$ cat src/rtl/uframe_pkg.sv
package uframe_pkg;
  parameter int PORT_STATE_W = 4;

  localparam logic [PORT_STATE_W-1:0] PS_U3      = 4'd1;
  localparam logic [PORT_STATE_W-1:0] PS_DISC    = 4'd2;
  localparam logic [PORT_STATE_W-1:0] PS_DISABLE = 4'd3;
  localparam logic [PORT_STATE_W-1:0] PS_TRAIN   = 4'd4;
  localparam logic [PORT_STATE_W-1:0] PS_POWOFF  = 4'd5;

  typedef struct packed {
    logic step;        // advance the index this edge
    logic load;        // load software value this edge
    logic wrapPermit;  // rollover event allowed
  } uframe_strobe_t;

  function automatic logic portQuiet(input logic [PORT_STATE_W-1:0] code,
                                     input logic u3Mode);
    logic common;
    common = (code == PS_DISC) || (code == PS_DISABLE) || (code == PS_POWOFF);
    return u3Mode ? (common || code == PS_U3) : (common || code == PS_TRAIN);
  endfunction
endpackage

$ cat src/rtl/uframe_ctrl.sv
module uframe_ctrl
  import uframe_pkg::*;
#(
  parameter int NUM_PORTS = 4
) (
  input  logic                              clk,
  input  logic                              rst_n,
  input  logic                              tick,
  input  logic                              runEn,
  input  logic                              wrapEvtEn,
  input  logic                              u3StopEn,
  input  logic [NUM_PORTS*PORT_STATE_W-1:0] portStates,
  input  logic                              wrEn,
  output logic                              countActive,
  output uframe_strobe_t                    strobe
);
  logic [NUM_PORTS-1:0] portIdle;

  for (genvar p = 0; p < NUM_PORTS; p++) begin : g_port
    assign portIdle[p] = portQuiet(portStates[p*PORT_STATE_W +: PORT_STATE_W], u3StopEn);
  end

  assign countActive       = runEn && !(&portIdle);
  assign strobe.step       = tick && countActive;
  assign strobe.load       = wrEn && !runEn;
  assign strobe.wrapPermit = wrapEvtEn;

  AST_HALT_NO_COUNT: assert property (@(posedge clk) disable iff (!rst_n)
    !runEn |-> !countActive);
  AST_ALL_QUIET_STOP: assert property (@(posedge clk) disable iff (!rst_n)
    (&portIdle) |-> !strobe.step);
  AST_LOAD_ONLY_HALTED: assert property (@(posedge clk) disable iff (!rst_n)
    strobe.load |-> !strobe.step);
endmodule

$ cat src/rtl/uframe_dp.sv
module uframe_dp
  import uframe_pkg::*;
#(
  parameter int IDX_W = 14
) (
  input  logic           clk,
  input  logic           rst_n,
  input  uframe_strobe_t strobe,
  input  logic [IDX_W-1:0] wrData,
  output logic [IDX_W-1:0] frameIndex,
  output logic           wrapEvt
);
  localparam logic [IDX_W-1:0] IDX_MAX = {IDX_W{1'b1}};

  logic atMax;
  assign atMax = (frameIndex == IDX_MAX);

  always_ff @(posedge clk) begin
    if (!rst_n) begin
      frameIndex <= '0;
      wrapEvt    <= 1'b0;
    end else begin
      wrapEvt <= strobe.step && atMax && strobe.wrapPermit;
      if (strobe.load)      frameIndex <= wrData;
      else if (strobe.step) frameIndex <= frameIndex + 1'b1;
    end
  end

  AST_WRAP_AT_ZERO: assert property (@(posedge clk) disable iff (!rst_n)
    wrapEvt |-> (frameIndex == '0));
  AST_WRAP_ONE_CYCLE: assert property (@(posedge clk) disable iff (!rst_n)
    wrapEvt |=> !wrapEvt);
  AST_WRAP_GATED: assert property (@(posedge clk) disable iff (!rst_n)
    !strobe.wrapPermit |=> !wrapEvt);
  AST_ROLL_TO_ZERO: assert property (@(posedge clk) disable iff (!rst_n)
    (strobe.step && !strobe.load && atMax) |=> (frameIndex == '0));
  AST_IDLE_HOLD: assert property (@(posedge clk) disable iff (!rst_n)
    (!strobe.step && !strobe.load) |=> $stable(frameIndex));
endmodule

$ cat src/rtl/uframe_index.sv
module uframe_index
  import uframe_pkg::*;
#(
  parameter int IDX_W     = 14,
  parameter int NUM_PORTS = 4
) (
  input  logic                              clk,
  input  logic                              rst_n,
  input  logic                              tick,
  input  logic                              runEn,
  input  logic                              wrapEvtEn,
  input  logic                              u3StopEn,
  input  logic [NUM_PORTS*PORT_STATE_W-1:0] portStates,
  input  logic                              wrEn,
  input  logic [IDX_W-1:0]                  wrData,
  output logic [IDX_W-1:0]                  frameIndex,
  output logic                              wrapEvt,
  output logic                              countActive
);
  uframe_strobe_t strobe;

  uframe_ctrl #(.NUM_PORTS(NUM_PORTS)) ctrl_i (
    .clk(clk), .rst_n(rst_n), .tick(tick), .runEn(runEn),
    .wrapEvtEn(wrapEvtEn), .u3StopEn(u3StopEn), .portStates(portStates),
    .wrEn(wrEn), .countActive(countActive), .strobe(strobe)
  );

  uframe_dp #(.IDX_W(IDX_W)) dp_i (
    .clk(clk), .rst_n(rst_n), .strobe(strobe), .wrData(wrData),
    .frameIndex(frameIndex), .wrapEvt(wrapEvt)
  );

  AST_STEP_ONE: assert property (@(posedge clk) disable iff (!rst_n)
    (tick && countActive && frameIndex != {IDX_W{1'b1}})
      |=> frameIndex == $past(frameIndex) + 1'b1);
  AST_RUN_WRITE_IGNORED: assert property (@(posedge clk) disable iff (!rst_n)
    (runEn && !tick) |=> $stable(frameIndex));
  AST_HALT_HOLD: assert property (@(posedge clk) disable iff (!rst_n)
    (!runEn && !wrEn) |=> $stable(frameIndex));
endmodule

$ cat config.mk
export PLATFORM = sky130hd
export DESIGN_NAME = uframe_index
export DESIGN_NICKNAME = d
export VERILOG_FILES = /design/src/rtl/uframe_pkg.sv /design/src/rtl/uframe_ctrl.sv /design/src/rtl/uframe_dp.sv /design/src/rtl/uframe_index.sv
export SDC_FILE = /design/constraint.sdc
export NUM_CORES = 1
export LEC_CHECK = 0
export BUFFER_PORTS_ARGS = -buffer_cell sky130_fd_sc_hd__buf_2
export CAP_MARGIN = 20
export CORE_MARGIN = 2
export CORE_UTILIZATION = 25
export DETAILED_ROUTE_END_ITERATION = 12
export GPL_TIMING_DRIVEN = 0
export PLACE_DENSITY = 0.49
export RECOVER_POWER = 25
export SYNTH_ARGS = -nofsm -noshare
export SYNTH_HDL_FRONTEND = slang
export SYNTH_HIERARCHICAL = 1
export SYNTH_SLANG_ARGS = --single-unit
$ cat constraint.sdc
create_clock -name clk -period 3.7 [get_ports clk]
set_clock_uncertainty 0.05 [all_clocks]
set_input_delay 1.11 -clock clk [delete_from_list [all_inputs] [get_ports clk]]
set_output_delay 1.11 -clock clk [all_outputs]
set_load 0.005 [all_outputs]
==> summary.txt, run 1 <==
Layout
  • Area of the multi-input gates: 590.6 µm²
  • Reg area: 300.3 µm²
  • Share of post-route cells with drive strength above 1: 38.27%
  • Nets: 201
  • Diode count: 0
  • Fill count: 385
  • Synthesis-to-finish area growth: 38.97%

Yosys
  • Largest family of logic cells by synthesized area: simple AND/OR/NAND/NOR gates
  • Ys async rst share: 0%
  • Synth Area in Adders: 1.353%
  • Syn avg cell area: 8.641 µm²
  • Largest cells by area after synthesis: dfxtp_1 32%, xnor2_1 8.5%, o21ai_0 6.5%
  • Post-synth EDFFs: 0
  • Synth Cell Area: 924.6 µm²
  • Synth Area in XOR/XNOR: 12.31%
  • Dominant cell type by area after synthesis: dfxtp_1
  • Synth Area in Compound Gates: 18.40%
  • Mapped Cells: approximately 110
  • Most common cell in the netlist: dfxtp_1
  • Post-synthesis sequential area ratio: 32.48%
  • Number of distinct library cells after synthesis: 32
  • Mux cell area share after synthesis: 6.360%
  • Synth top cells by count: 15 x dfxtp_1, 12 x o21ai_0, 11 x nand2_1
  • Top FF cell, synth: dfxtp_1
  • Seq cells post-synth: 15
  • Share of the synthesized area in the top cell type: between 30% and 40%
  • Simple-Gate Fraction of Synth Area: 25.44%
  • Post-Syn Nets: 145
  • Yosys warns: 6

Hold path
  • HP Class: flip-flop to flip-flop

Clock tree
  • Clock Tree Buf Depth: 2
  • Hold_buf cts: 0
  • Post-CTS resize count: 0
  • Max H-tree Level: 1
  • Clock slew at reported path FFs: about 0.06 ns
  • Clock sinks: 15
  • Post-CTS setup buffer count: 0
  • CTS tree: done
  • Num CTS Buffers: 3
  • Root Driver: clkbuf_8
  • Later-pin clock latency in the skew report: between 0.2 and 0.3 ns

Global routing
  • Initial antenna violation count: 0
  • Total grt overflow: 0
  • Vias in the first global route: 982
  • GRT Total Usage: 13.20%
  • Global-route wire length before repair: 4.402 mm
  • Pin count of the biggest net entering global routing: 11

Setup path
  • Max stage delay cell, worst path: mux2_1
  • CP max stage delay: 0.32 ns
  • Worst Path Required: roughly 2.5 ns
  • Startpoint Class: primary input
  • Crit-path cells: buf_2 > mux2_1 > o22a_1 > a31oi_1 > buf_2
  • Critical path type: primary input to output port
  • CP Max Fanout: 4
  • Crit path arrival time: 2.07 ns
  • Crit path top cell by count: buf_2
  • Crit end category: output port

Floorplan
  • # rows: 22
  • Chip width: 64.82 µm
  • Starting Density: 25.64%
  • Core Box Area: approximately 3600 µm²
  • Die Span Y: 64.82 µm
  • Die area: around 4200 µm²
  • Num ports: 53

Timing
  • Final Worst Setup Slack: 0.4712 ns
  • Final hold violations: 0
  • Final critical-path required period: 3.229 ns
  • Actual slew at the worst max-slew pin: 0.6786 ns
  • Rel. slew slack: 54.55%
  • F_max: between 300 and 400 MHz
  • Max-slew violation count: 0
  • Setup TNS: 0 ns
  • Final period utilization: 87.27%
  • RSZ-0062 raised after global routing: false
  • Endpoints failing setup: 0

Power
  • Worst vdd ir: 0.00008369 V
  • Leak Pwr: 0.5795 nW
  • Psw: 105.2 µW
  • Logic pwr share: 18.7%
  • Power share of the sequential group: 47.3%
  • Power per cell area: 305.4 nW/µm²
  • Internal power: 287.2 µW
  • Switch share: 26.80%
  • Clock group share of total power: 33.9%
  • Overall Power: between 300 and 400 µW

Place
  • Dpl hpwl: roughly 2.0 mm
  • Place WS: 0.2611 ns
  • Input/output buffers: 51
  • Gpl congestion: 0.7902

Route
  • Drt first pass iters: 3
  • Drt via density: about 4.5
  • Vias: ~940
  • Post-DRT Antenna Nets: 0
  • DRC: 0
  • First DRT Iteration DRCs: 30
  • Drt wl/cell: 11.90 µm
  • Final wirelength: 2.498 mm

Run
  • Max-cap viol count: 0

Outcome
  • Status: finished clean
[worst paths after layout]
| kind | start | endpoint | slack, ns | depth (start not counted) |
|---|---|---|---|---|
| min | dp_i/frameIndex[13] | dp_i/wrapEvt | 0.43 | 2 |
| min reg2reg | dp_i/frameIndex[13] | dp_i/wrapEvt | 0.43 | 2 |
| max | u3StopEn | countActive | 0.47 | 5 |
| max reg2reg | dp_i/frameIndex[0] | dp_i/frameIndex[6] | 2.21 | 5 |
[kinds of logic after synthesis]
kind of cell               after synthesis
adders and majority gates                1
DFF                                     15
muxes                                    5
AOI/OAI and AO/OA                       29
buffers and inverters                    8
and+or+nand+nor                         36
xor gates and xnor gates                13
[cell type report]
cell class / instances / share of cell area (%)
plain buffers: 5 / 1.753
clock buffers: 3 / 3.213
clock inverters: 1 / 0.3895
inverters: 3 / 0.8763
multi-input cells: 84 / 45.96
flip-flops and latches: 15 / 23.37
well taps: 48 / 4.674
repair buffers: 51 / 19.77
[sequential cells by signal, indices dropped and copies added (netlist names)]
| register | flops |
|---|---|
| dp_i/frameIndex | 14 |
| dp_i/wrapEvt | 1 |
[cells in the final DEF (no fill, tap or decap), types with 2 or more instances in the layout]
| cell type | synthesis | layout |
|---|---|---|
| a21oi_1 | 9 | 9 |
| a22oi_1 | 2 | 2 |
| a31oi_1 | 2 | 2 |
| and2_1 | 3 | 3 |
| and3_1 | 2 | 2 |
| buf_2 | 0 | 50 |
| clkbuf_1 | 4 | 5 |
| clkbuf_8 | 0 | 3 |
| dfxtp_1 | 15 | 15 |
| inv_1 | 3 | 3 |
| mux2_1 | 3 | 3 |
| nand2_1 | 11 | 11 |
| nand3_1 | 4 | 4 |
| nand4_1 | 2 | 2 |
| nor2_1 | 2 | 2 |
| nor3_1 | 2 | 2 |
| nor4_1 | 2 | 2 |
| o211a_1 | 2 | 2 |
| o21ai_0 | 12 | 12 |
| o22a_1 | 2 | 2 |
| xnor2_1 | 9 | 9 |
| xor2_1 | 4 | 4 |
[layer usage]
metal	wire, µm	up-vias	GRT usage, %
met3	98	2	2.257
met5	0	-	0
met2	1277	20	22.68
li1	-	497	-
met4	17	0	4.787
met1	1105	417	16.44
[metrics by stage]
stage	hold WS, ns	instance area, µm²	cells	utilization (%)
floorplan	0.4187	924.6	107	-
global placement	0.4253	1240	206	34.39
detailed placement	0.4205	1240	206	34.39
CTS	0.4333	1286	210	35.67
global route	0.4524	1285	210	35.64
finish	0.4298	1285	210	35.64
[power groups by stage]
stage               Sequential, mW  Combinational, mW  Clock [mW]
detailed placement           0.189             0.0740           0
global route                 0.188             0.0835       0.145
finish                       0.186             0.0735       0.133
CTS                          0.186             0.0746       0.137
floorplan                    0.189             0.0353           0
global placement             0.189             0.0726           0
[worst max-delay path: cells and delay by family]
family | cells | cell delay, ns
compound gates | 2 | 0.36
mux | 1 | 0.32
buf+inv | 2 | 0.27
No activity file was read; power rests on OpenSTA's default activity.
==> run 2, diff against run 1 <==
REMOVE_ABC_BUFFERS = 1   (was not set)
==> summary.txt, run 2 (same netlist as run 1, synthesis figures left out) <==
Setup path
  • Path depth of the worst reg2reg path: 4
  • CP Max Fanout: 4
  • Crit path arrival time: 2.07 ns
  • CP max stage delay: between 0.3 and 0.4 ns
  • Worst Path Required: 2.54 ns
  • Max stage delay cell, worst path: mux2_1
  • Cell family with most CP delay: compound AO/OA/AOI/OAI gates
  • Startpoint Class: primary input
  • Crit end category: output port
  • Critical path type: primary input to output port
  • Crit path top cell by count: buf_2
  • Crit path depth: 5
  • Crit-path cells: buf_2 > mux2_1 > o22a_1 > a31oi_1 > buf_2
  • Crit path buffers/inverters: 2

Global routing
  • Initial antenna violation count: 0
  • Global-route wire length before repair: approximately 4.2 mm
  • GRT Total Usage: 12.41%
  • Total grt overflow: 0
  • Pin count of the biggest net entering global routing: 21
  • Vias in the first global route: 943

Timing
  • Final Worst Setup Slack: between 0.4 and 0.5 ns
  • RSZ-0062 raised after global routing: false
  • Final period utilization: 87.42%
  • Final hold violations: 0
  • Rel. slew slack: 57.00%
  • Endpoints failing setup: 0
  • Actual slew at the worst max-slew pin: 0.6420 ns
  • Setup TNS: 0 ns
  • Max-slew violation count: 0
  • F_max: 309.2 MHz
  • Final critical-path required period: 3.234 ns

Layout
  • Nets: 197
  • Top reg by flops: dp_i/frameIndex
  • Share of post-route cells with drive strength above 1: between 30% and 40%
  • Diode count: 0
  • Max reg flops: 14
  • Most frequent cells in the layout: 49 x buf_2, 15 x dfxtp_1, 12 x o21ai_0
  • Synthesis-to-finish area growth: 36.81%
  • Commonest non-fill, non-tap cell in the layout: buf_2
  • Largest regs: dp_i/frameIndex: 14 flops, dp_i/wrapEvt: 1 flops

Floorplan
  • Chip width: 64.82 µm
  • Core Box Area: approximately 3600 µm²
  • Die area: 4201 µm²
  • # rows: 22
  • Starting Density: 25.64%
  • Die Span Y: 64.82 µm
  • Num ports: 53

Power
  • Leak Pwr: 0.5661 nW
  • Power share of the sequential group: approximately 48%
  • Worst vdd ir: 0.0001028 V
  • Overall Power: approximately 400 µW
  • Logic pwr share: 18.2%
  • Switch share: 26.75%
  • Clock group share of total power: 34.0%
  • Internal power: about 290 µW
  • Psw: 104.3 µW
  • Power per cell area: 308.3 nW/µm²

Clock tree
  • Clock Tree Buf Depth: 2
  • Max H-tree Level: 1
  • Later-pin clock latency in the skew report: between 0.2 and 0.3 ns
  • Clock sinks: 15
  • Root Driver: clkbuf_8
  • Num CTS Buffers: 3
  • Post-CTS resize count: 0
  • Clock slew at reported path FFs: 0.07 ns
  • CTS tree: done
  • Hold_buf cts: 0
  • Post-CTS setup buffer count: 0

Place
  • Gpl congestion: between 0.7 and 0.8
  • Input/output buffers: 52
  • Dpl hpwl: 1.867 mm
  • Place WS: 0.2560 ns

Outcome
  • Status: finished clean

Hold path
  • Worst Hold Depth: 2
  • HP Class: flip-flop to flip-flop

Route
  • Final wirelength: about 2.4 mm
  • Vias: about 930
  • Drt wl/cell: 11.62 µm
  • Drt via density: ~4.5
  • DRC: 0
  • Drt first pass iters: 4
  • First DRT Iteration DRCs: 29
  • Post-DRT Antenna Nets: 0

Run
  • Max-cap viol count: 0
run 2: changes by cell type in the layout (fill, tap and decap cells not counted):
cell	delta
buf_2	-1
clkbuf_1	-2
buf_4	-1
run 2: worst register-to-register path: stages, from the launching register on:
cell,delay (ns)
dfxtp_1,0.45
nand4_1,0.30
nor4_4,0.34
xnor2_1,0.15
a21oi_1,0.08
run 2: metrics by stage:
stage | cells | hold slack [ns] | util [%] | instance area (µm²)
2_1_floorplan | 102 | 0.4187 | - | 902.1
3_3_place_gp | 202 | 0.4289 | 33.90 | 1222
3_5_place_dp | 202 | 0.4319 | 33.90 | 1222
4_1_cts | 206 | 0.4451 | 35.18 | 1269
5_1_grt | 206 | 0.4557 | 35.08 | 1265
6_report | 206 | 0.4446 | 35.08 | 1265
run 2: final timing paths:
check | to | startpoint | slack (ns)
max | countActive | u3StopEn | 0.47
min | dp_i/wrapEvt | dp_i/frameIndex[13] | 0.44
max reg2reg | dp_i/frameIndex[13] | dp_i/frameIndex[7] | 2.20
min reg2reg | dp_i/wrapEvt | dp_i/frameIndex[13] | 0.44
run 2: power by group through the flow:
stage / clock (mW) / sequential, mW / combinational, mW
after detailed placement: 0 / 0.190 / 0.0719
after global placement: 0 / 0.189 / 0.0702
after global routing: 0.145 / 0.189 / 0.0801
after CTS: 0.138 / 0.186 / 0.0725
after floorplan: 0 / 0.189 / 0.0327
final: 0.133 / 0.186 / 0.0709
run 2: layout make-up:
class	count	area, µm²
repair buffers	52	256.5
fillers	384	2341
well taps	48	60.06
clock buffers	3	41.29
flip-flops and latches	15	300.3
inverters	3	11.26
multi-input cells	84	590.6
clock inverters	1	5.005
run 2: per-layer routing:
layer	global-route usage [%]	share of wire (%)	up-vias
li1	-	-	488
met1	15.34	46	427
met2	22.16	50	18
met3	1.736	3.6	0
met4	3.723	0	0
met5	0	0	-
